File: config.mk
export PLATFORM = sky130hd
export DESIGN_NAME = ovt_alarm
export DESIGN_NICKNAME = d
export VERILOG_FILES = /design/src/rtl/ovt_pkg.sv /design/src/rtl/ovt_classify.sv /design/src/rtl/ovt_fault_queue.sv /design/src/rtl/ovt_alarm_drive.sv /design/src/rtl/ovt_alarm.sv
export SDC_FILE = /design/constraint.sdc
export NUM_CORES = 1
export LEC_CHECK = 0
export ABC_AREA = 0
export BUFFER_PORTS_ARGS = -buffer_cell sky130_fd_sc_hd__buf_2
export CAP_MARGIN = 20
export CORE_MARGIN = 2
export CORE_UTILIZATION = 47
export CTS_CLUSTER_SIZE = 20
export DETAILED_ROUTE_END_ITERATION = 6
export PLACE_DENSITY = 0.77
export SKIP_LAST_GASP = 1
export SLEW_MARGIN = 20
export SYNTH_ARGS = -nofsm -noshare
export SYNTH_HDL_FRONTEND = slang
export SYNTH_SLANG_ARGS = --single-unit
File: constraint.sdc
create_clock -name clk -period 2.6 [get_ports clk]
set_input_delay 0.39 -clock clk [delete_from_list [all_inputs] [get_ports clk]]
set_output_delay 0.39 -clock clk [all_outputs]
set_load 0.01 [all_outputs]
File: src/rtl/ovt_pkg.sv
package ovt_pkg;

    localparam int TEMP_W = 10;
    localparam int SET_W  = 9;
    localparam int CNT_W  = 3;

    typedef enum logic [1:0] {
        QLEN_ONE  = 2'b00,
        QLEN_TWO  = 2'b01,
        QLEN_FOUR = 2'b10,
        QLEN_SIX  = 2'b11
    } qlen_e;

    typedef enum logic [1:0] {
        EVT_NONE    = 2'b00,
        EVT_TRIP    = 2'b01,
        EVT_RELEASE = 2'b10
    } qevt_e;

    typedef struct packed {
        logic over_trip;
        logic under_rel;
    } cmp_t;

    function automatic logic [CNT_W-1:0] run_depth(input logic [1:0] code);
        case (qlen_e'(code))
            QLEN_ONE:  return CNT_W'(1);
            QLEN_TWO:  return CNT_W'(2);
            QLEN_FOUR: return CNT_W'(4);
            default:   return CNT_W'(6);
        endcase
    endfunction

endpackage

File: src/rtl/ovt_classify.sv
module ovt_classify
    import ovt_pkg::*;
#(
    parameter int TW = TEMP_W,
    parameter int SW = SET_W
) (
    input  logic [TW-1:0] temp,
    input  logic [SW-1:0] trip_lvl,
    input  logic [SW-1:0] rel_lvl,
    output cmp_t          cmp
);
    localparam int DROP = TW - SW;

    logic signed [SW-1:0] coarse;

    assign coarse        = $signed(temp[TW-1:DROP]);
    assign cmp.over_trip = coarse > $signed(trip_lvl);
    assign cmp.under_rel = coarse < $signed(rel_lvl);
endmodule

File: src/rtl/ovt_fault_queue.sv
module ovt_fault_queue
    import ovt_pkg::*;
#(
    parameter int CW = CNT_W
) (
    input  logic          clk,
    input  logic          rst,
    input  logic          valid,
    input  cmp_t          cmp,
    input  logic [1:0]    qlen,
    output logic          hot,
    output qevt_e         evt,
    output logic [CW-1:0] cnt
);
    logic [CW-1:0] cnt_q;
    logic          hot_q;
    logic [1:0]    qlen_prev;
    logic          qlen_moved;
    logic          is_fault;
    logic          run_done;

    assign qlen_moved = qlen != qlen_prev;
    assign is_fault   = hot_q ? cmp.under_rel : cmp.over_trip;
    assign run_done   = valid && !qlen_moved && is_fault
                        && (cnt_q + CW'(1) == run_depth(qlen));

    always_comb begin
        evt = EVT_NONE;
        if (run_done) evt = hot_q ? EVT_RELEASE : EVT_TRIP;
    end

    always_ff @(posedge clk) begin
        if (rst) begin
            cnt_q     <= '0;
            hot_q     <= 1'b0;
            qlen_prev <= qlen;
        end else begin
            qlen_prev <= qlen;
            if (qlen_moved) begin
                cnt_q <= '0;
            end else if (valid) begin
                if (run_done) begin
                    cnt_q <= '0;
                    hot_q <= ~hot_q;
                end else if (is_fault) begin
                    cnt_q <= cnt_q + CW'(1);
                end else begin
                    cnt_q <= '0;
                end
            end
        end
    end

    assign hot = hot_q;
    assign cnt = cnt_q;
endmodule

File: src/rtl/ovt_alarm_drive.sv
module ovt_alarm_drive
    import ovt_pkg::*;
(
    input  logic  clk,
    input  logic  rst,
    input  qevt_e evt,
    input  logic  hot,
    input  logic  irq_mode,
    input  logic  pol,
    input  logic  clr,
    output logic  pin
);
    logic pend_q;
    logic level;

    always_ff @(posedge clk) begin
        if (rst || !irq_mode) pend_q <= 1'b0;
        else if (evt == EVT_TRIP) pend_q <= 1'b1;
        else if (clr) pend_q <= 1'b0;
    end

    assign level = irq_mode ? pend_q : hot;
    assign pin   = pol ? level : ~level;
endmodule

File: src/rtl/ovt_alarm.sv
module ovt_alarm
    import ovt_pkg::*;
#(
    parameter int TW = TEMP_W,
    parameter int SW = SET_W,
    parameter int CW = CNT_W
) (
    input  logic          clk,
    input  logic          rst,
    input  logic [1:0]    cfg_qlen,
    input  logic          cfg_pol,
    input  logic          cfg_irq_mode,
    input  logic [SW-1:0] set_trip,
    input  logic [SW-1:0] set_rel,
    input  logic          res_valid,
    input  logic [TW-1:0] res_temp,
    input  logic          alarm_clr,
    output logic          alarm_out
);
    cmp_t          cmp;
    logic          hot;
    qevt_e         evt;
    logic [CW-1:0] q_cnt;

    ovt_classify #(.TW(TW), .SW(SW)) u_classify (
        .temp     (res_temp),
        .trip_lvl (set_trip),
        .rel_lvl  (set_rel),
        .cmp      (cmp)
    );

    ovt_fault_queue #(.CW(CW)) u_queue (
        .clk   (clk),
        .rst   (rst),
        .valid (res_valid),
        .cmp   (cmp),
        .qlen  (cfg_qlen),
        .hot   (hot),
        .evt   (evt),
        .cnt   (q_cnt)
    );

    ovt_alarm_drive u_drive (
        .clk      (clk),
        .rst      (rst),
        .evt      (evt),
        .hot      (hot),
        .irq_mode (cfg_irq_mode),
        .pol      (cfg_pol),
        .clr      (alarm_clr),
        .pin      (alarm_out)
    );
endmodule

==> results.sh, run 1 <==
export IMPL_worst_setup_path_end_kind="flop"
export IMPL_synthFlopType="dfxtp_1"
export IMPL_cap_violations=0
export IMPL_vias_per_cell=5.11
export IMPL_relSlewSlack_pct=75.2
export IMPL_layout_drive_gt1_share_pct=35.7
export IMPL_worstPathMaxFanout=4
export IMPL_clkSinkCount=7
export IMPL_hp_start="cfg_qlen[0]"
export IMPL_rsz0062_at_grt="false"
export IMPL_syn_to_final_growth_pct=26.1
export IMPL_r2r_cells=7
export IMPL_pin_count=37
export IMPL_critPathKind="in -> reg"
export IMPL_synth_async_reset_ratio_pct=0
export IMPL_dr_total_vias=859
export IMPL_cp_cell_sequence="buf_2 -> ha_1 -> a21o_1 -> a2111oi_4 -> o32a_2 -> nor4b_4 -> nand4b_1 -> a31oi_1"
export IMPL_pre_cts_ws_ps=357
export IMPL_yosysWarnings=0
export IMPL_vdd_ir_drop_max_mv=0.302
export IMPL_dieArea_mm2=0.00227
export IMPL_cp_start_kind="input port"
export IMPL_pwr_share_seq_pct=33.7
export IMPL_period_share_pct=76.7
export IMPL_cts_max_level=1
export IMPL_post_cts_buffers=0
export IMPL_reg2reg_slack_ps=660
export IMPL_internal_power_mw=0.232
export IMPL_grt_pass1_vias=861
export IMPL_clkPwrFrac_pct=28.8
export IMPL_coreArea_mm2=0.00176
export IMPL_crit_start="res_temp[7]"
export IMPL_cts_root_buf="clkbuf_4"
export IMPL_grt_ovfl_total=0
export IMPL_fin_area_mm2=0.00113
export IMPL_clk_insertion_delay_late_ps=250
export IMPL_synth_edf_count=0
export IMPL_wl_per_cell_um=10.9
export IMPL_cts_tree="done"
export IMPL_track_usage_pct=19.3
export IMPL_avgSynthCellArea_um2=8.59
export IMPL_yosysSeqAreaShare_pct=15.7
export IMPL_worst_slew_pin_slew_ps=372
export IMPL_grt_first_pass_wirelength_mm=3.19
export IMPL_syn_num_nets=158
export IMPL_die_w_um=47.6
export IMPL_p_leak_nw=0.596
export IMPL_dp_cells=164
export IMPL_hold_violations=0
export IMPL_antenna_found_initial=0
export IMPL_cts_buffers=3
export IMPL_fmax_mhz=502
export IMPL_grt_max_degree=8
export IMPL_syn_inst=104
export IMPL_cts_hold_buf=0
export IMPL_status="complete, no violations"
export IMPL_drv_slew=0
export IMPL_min_path_type="in -> reg"
export IMPL_place_hpwl_mm=1.64
export IMPL_comb_power_share_pct=37.5
export IMPL_critPathRequiredTime_ps=2780
export IMPL_cpMaxStageDelayCell="a2111oi_4"
export IMPL_antenna_cells=0
export IMPL_r2r_end="u_queue.cnt[2]"
export IMPL_worstPathArrival_ps=2170
export IMPL_clk_pin_slew_worst_paths_ps=50
export IMPL_fin_ws_ps=607
export IMPL_period_minus_slack_ps=1990
export IMPL_drc=0
export IMPL_power_per_cell_area_mw_per_mm2=297
export IMPL_initialDrtViolationCount=0
export IMPL_fin_cells=168
export IMPL_gp_congestion=0.710
export IMPL_critPathMaxStageDelay_ps=360
export IMPL_first_pass_iters=1
export IMPL_finalSetupViolCount=0
export IMPL_placementRows=15
export IMPL_start_util_pct=50.6
export IMPL_setup_tns_ps=0
export IMPL_p_sw_share_pct=30.4
export IMPL_r2r_start="u_queue.cnt[0]"
export IMPL_critPathCapture="u_queue.cnt[2]"
export IMPL_wl_mm=1.83
export IMPL_fin_nets=198
export IMPL_placed_cell_area_mm2=0.00110
export IMPL_synth_seq_cells=7
export IMPL_n_fill_cell=187
export IMPL_ctsResizeCount=0
export IMPL_syn_area_um2=893
export IMPL_portBuffers=35
export IMPL_hold_depth=1
export IMPL_p_total_mw=0.334
export IMPL_cts_max_path_buffers=2
export IMPL_synth_cell_types=38
export IMPL_skew_ps=3.27
export IMPL_p_switching_mw=0.102
export IMPL_die_h_um=47.6
export IMPL_ant_nets=0
-- placed cells by master (no fill, tap or decap), types with 3 or more instances in the layout --
master,n
nand2_1,3
buf_2,35
o21ai_0,4
ha_1,18
inv_1,20
nor3_1,5
a21oi_1,6
xor2_1,3
dfxtp_1,7
clkbuf_4,3
-- metrics by stage --
stage / utilization, % / hold WS (ps)
final: 63.8 / 300
after floorplan: - / 418
after detailed placement: 62.3 / 473
after global placement: 62.3 / 463
after global routing: 63.8 / 294
after CTS: 63.8 / 290
-- layout make-up --
cell class                 count  area (um2)  area share (%)
sequential                     7         140            12.4
timing repair buffer          35         175            15.6
inverter                      20        75.1            6.67
tap                           25        31.3            2.78
multi-input combinational     77         678            60.2
clock buffer                   4        26.3            2.33
-- cell usage after synthesis (3+ instances only) --
cell	n	area, um2
dfxtp_1	7	140
o21ai_0	4	20.0
inv_1	20	75.1
nor3_1	5	25.0
xor2_1	3	26.3
a21oi_1	6	30.0
ha_1	18	225
nand2_1	3	11.3
-- flip-flops by register name, summed over array words and instances (netlist names) --
signal             cells
u_queue.cnt            3
u_drive.pend_q         1
u_queue.hot            1
u_queue.qlen_prev      2
-- worst max-delay path, delay by kind of cell --
family | cells | cell delay, ps
simple gates | 2 | 400
fa+ha+maj | 1 | 280
compound gates | 4 | 980
buf+inv | 1 | 120
-- power by group through the flow --
stage          Combinational [mW]  Clock, mW  Sequential (mW)
2_1_floorplan              0.0788          0            0.114
3_3_place_gp                0.121          0            0.115
3_5_place_dp                0.126          0            0.115
4_1_cts                     0.126      0.102            0.113
5_1_grt                     0.144      0.106            0.113
6_report                    0.125     0.0962            0.113
-- routing by layer --
metal,share of wire [%],vias up,wire [um],global-route usage [%]
li1,-,455,-,-
met1,48,378,869,22.5
met2,46,26,849,37.0
met3,6.0,0,110,5.66
met4,0,0,0,0
met5,0,-,0,0
-- how the worst min path moves through the flow --
stage / endpoint / slack (ps)
3_5_place_dp: u_queue.cnt[1] / 470
2_1_floorplan: u_queue.qlen_prev[0] / 420
6_report: u_queue.qlen_prev[0] / 300
3_3_place_gp: u_queue.cnt[1] / 460
5_1_grt: u_queue.qlen_prev[0] / 290
4_1_cts: u_queue.qlen_prev[0] / 290
-- cells by family after synthesis --
logic type	synth area share, %
simple gates	24.6
flops	15.7
fa+ha+maj	25.2
compound gates	21.0
xor+xnor	3.92
buf+inv	8.40
mux	1.12
(Power assumes the default switching activity.)
==> run 2, diff against run 1 <==
Clock period 2.6 ns to 2 ns, I/O delays scaled along.
==> run 2 against run 1 <==
Against the previous run: worst hold slack worse by 110 ps; cell count is 3.0% higher; global-route usage is 1.1 points higher; total power is 35% higher; sequential cell count stayed put; setup slack worse by 540 ps; clock skew is 8.5 ps higher; combinational power is 41% higher.
==> results.sh, run 2 (same netlist as run 1, synthesis figures left out) <==
export IMPL_grt_first_pass_wirelength_mm=3.35
export IMPL_final_common_cell="buf_2"
export IMPL_cp_cell_sequence="ha_1 -> o31ai_2 -> o2111a_2 -> nor3b_2 -> a211oi_1 -> a31o_2"
export IMPL_finalSetupViolCount=0
export IMPL_fmax_mhz=517
export IMPL_layout_common_cells="buf_2 (35), inv_1 (20), ha_1 (18)"
export IMPL_wl_mm=2.06
export IMPL_critPathRequiredTime_ps=2150
export IMPL_placed_cell_area_mm2=0.00114
export IMPL_fin_nets=203
export IMPL_relSlewSlack_pct=74.1
export IMPL_cts_tree="done"
export IMPL_antenna_cells=0
export IMPL_clk_insertion_delay_late_ps=260
export IMPL_post_cts_buffers=0
export IMPL_status="complete, no violations"
export IMPL_ant_nets=0
export IMPL_first_pass_iters=4
export IMPL_track_usage_pct=20.4
export IMPL_ctsResizeCount=0
export IMPL_min_path_type="in -> reg"
export IMPL_wl_per_cell_um=11.9
export IMPL_worstPathMaxFanout=6
export IMPL_setup_tns_ps=0
export IMPL_drv_slew=0
export IMPL_cts_max_level=1
export IMPL_p_leak_nw=0.626
export IMPL_die_h_um=47.6
export IMPL_rsz0062_at_grt="true"
export IMPL_largest_reg_flops=3
export IMPL_fin_cells=173
export IMPL_antenna_found_initial=0
export IMPL_dp_cells=169
export IMPL_clkSinkCount=7
export IMPL_p_total_mw=0.452
export IMPL_pre_cts_ws_ps=-171
export IMPL_clk_pin_slew_worst_paths_ps=60
export IMPL_critPathKind="reg -> reg"
export IMPL_fin_ws_ps=66.6
export IMPL_period_minus_slack_ps=1930
export IMPL_cpMaxStageDelayCell="ha_1"
export IMPL_cp_start_kind="flop"
export IMPL_worst_slew_pin_slew_ps=389
export IMPL_portBuffers=35
export IMPL_grt_ovfl_total=0
export IMPL_skew_ps=11.7
export IMPL_die_w_um=47.6
export IMPL_power_per_cell_area_mw_per_mm2=386
export IMPL_period_share_pct=96.7
export IMPL_syn_to_final_growth_pct=31.1
export IMPL_worst_setup_path_end_kind="flop"
export IMPL_grt_max_degree=8
export IMPL_cts_max_path_buffers=2
export IMPL_start_util_pct=50.6
export IMPL_grt_pass1_vias=872
export IMPL_hold_violations=0
export IMPL_placementRows=15
export IMPL_cts_buffers=3
export IMPL_dieArea_mm2=0.00227
export IMPL_layout_drive_gt1_share_pct=39.9
export IMPL_place_hpwl_mm=1.82
export IMPL_coreArea_mm2=0.00176
export IMPL_vdd_ir_drop_max_mv=0.433
export IMPL_vias_per_cell=5.23
export IMPL_critPathMaxStageDelay_ps=350
export IMPL_crit_buf_inv=0
export IMPL_worstPathArrival_ps=2090
export IMPL_pin_count=37
export IMPL_cts_root_buf="clkbuf_4"
export IMPL_gp_congestion=0.772
export IMPL_initialDrtViolationCount=4
export IMPL_drc=0
export IMPL_cts_hold_buf=0
export IMPL_critPathTopFamily="compound AO/OA/AOI/OAI gates"
export IMPL_cap_violations=0
export IMPL_dr_total_vias=905
export IMPL_fin_area_mm2=0.00117
-- run 2: cell types whose count changed in the layout (fill, tap and decap cells not counted) --
| cell | before | now |
|---|---|---|
| buf_4 | 0 | 5 |
| clkbuf_1 | 1 | 0 |
| clkinv_2 | 0 | 1 |
| dfxtp_1 | 7 | 6 |
| dfxtp_2 | 0 | 1 |
| o31ai_1 | 1 | 0 |
| o31ai_2 | 0 | 1 |
-- run 2: path summary, 6_finish.rpt --
kind,startpoint,end,slack [ps],depth (start not counted)
setup / recovery,u_queue.cnt[0],u_queue.hot,70,6
hold / removal,cfg_qlen[1],u_queue.qlen_prev[1],190,1
setup reg to reg,u_queue.cnt[0],u_queue.hot,70,6
hold reg to reg,u_queue.cnt[1],u_queue.cnt[1],480,2
-- run 2: layer usage --
metal  vias to the layer above  wire length, um  share of wire, %  track usage [%]
met5                         -                0                 0                0
met4                         0               27               1.3             3.24
met3                         4              131               6.4             4.91
met2                        33             1030                50             38.9
met1                       400              865                42             23.3
li1                        468                -                 -                -
-- run 2: area by class of cell --
type / count / area (um2)
timing repair buffer: 40 / 213
clock inverter: 1 / 5.00
clock buffer: 3 / 22.5
tap: 25 / 31.3
inverter: 20 / 75.1
fill: 175 / 593
multi-input combinational: 77 / 683
sequential: 7 / 141
-- run 2: worst register-to-register path: stages (launching register included) --
cell and delay [ps]:
dfxtp_2 340, ha_1 360, o31ai_2 280, o2111a_2 270, nor3b_2 240, a211oi_1 110, a31o_2 230
-- run 2: report_power, final --
part | internal (mW) | switching [mW] | total (mW)
clock network | 0.0733 | 0.0565 | 0.130
registers | 0.143 | 0.00327 | 0.147
logic | 0.0910 | 0.0848 | 0.176
-- run 2: through the flow --
stage	hold WS (ps)	utilization, %
global placement	453	64.5
CTS	189	66.0
global route	195	66.4
detailed placement	460	64.5
floorplan	328	-
finish	194	66.4
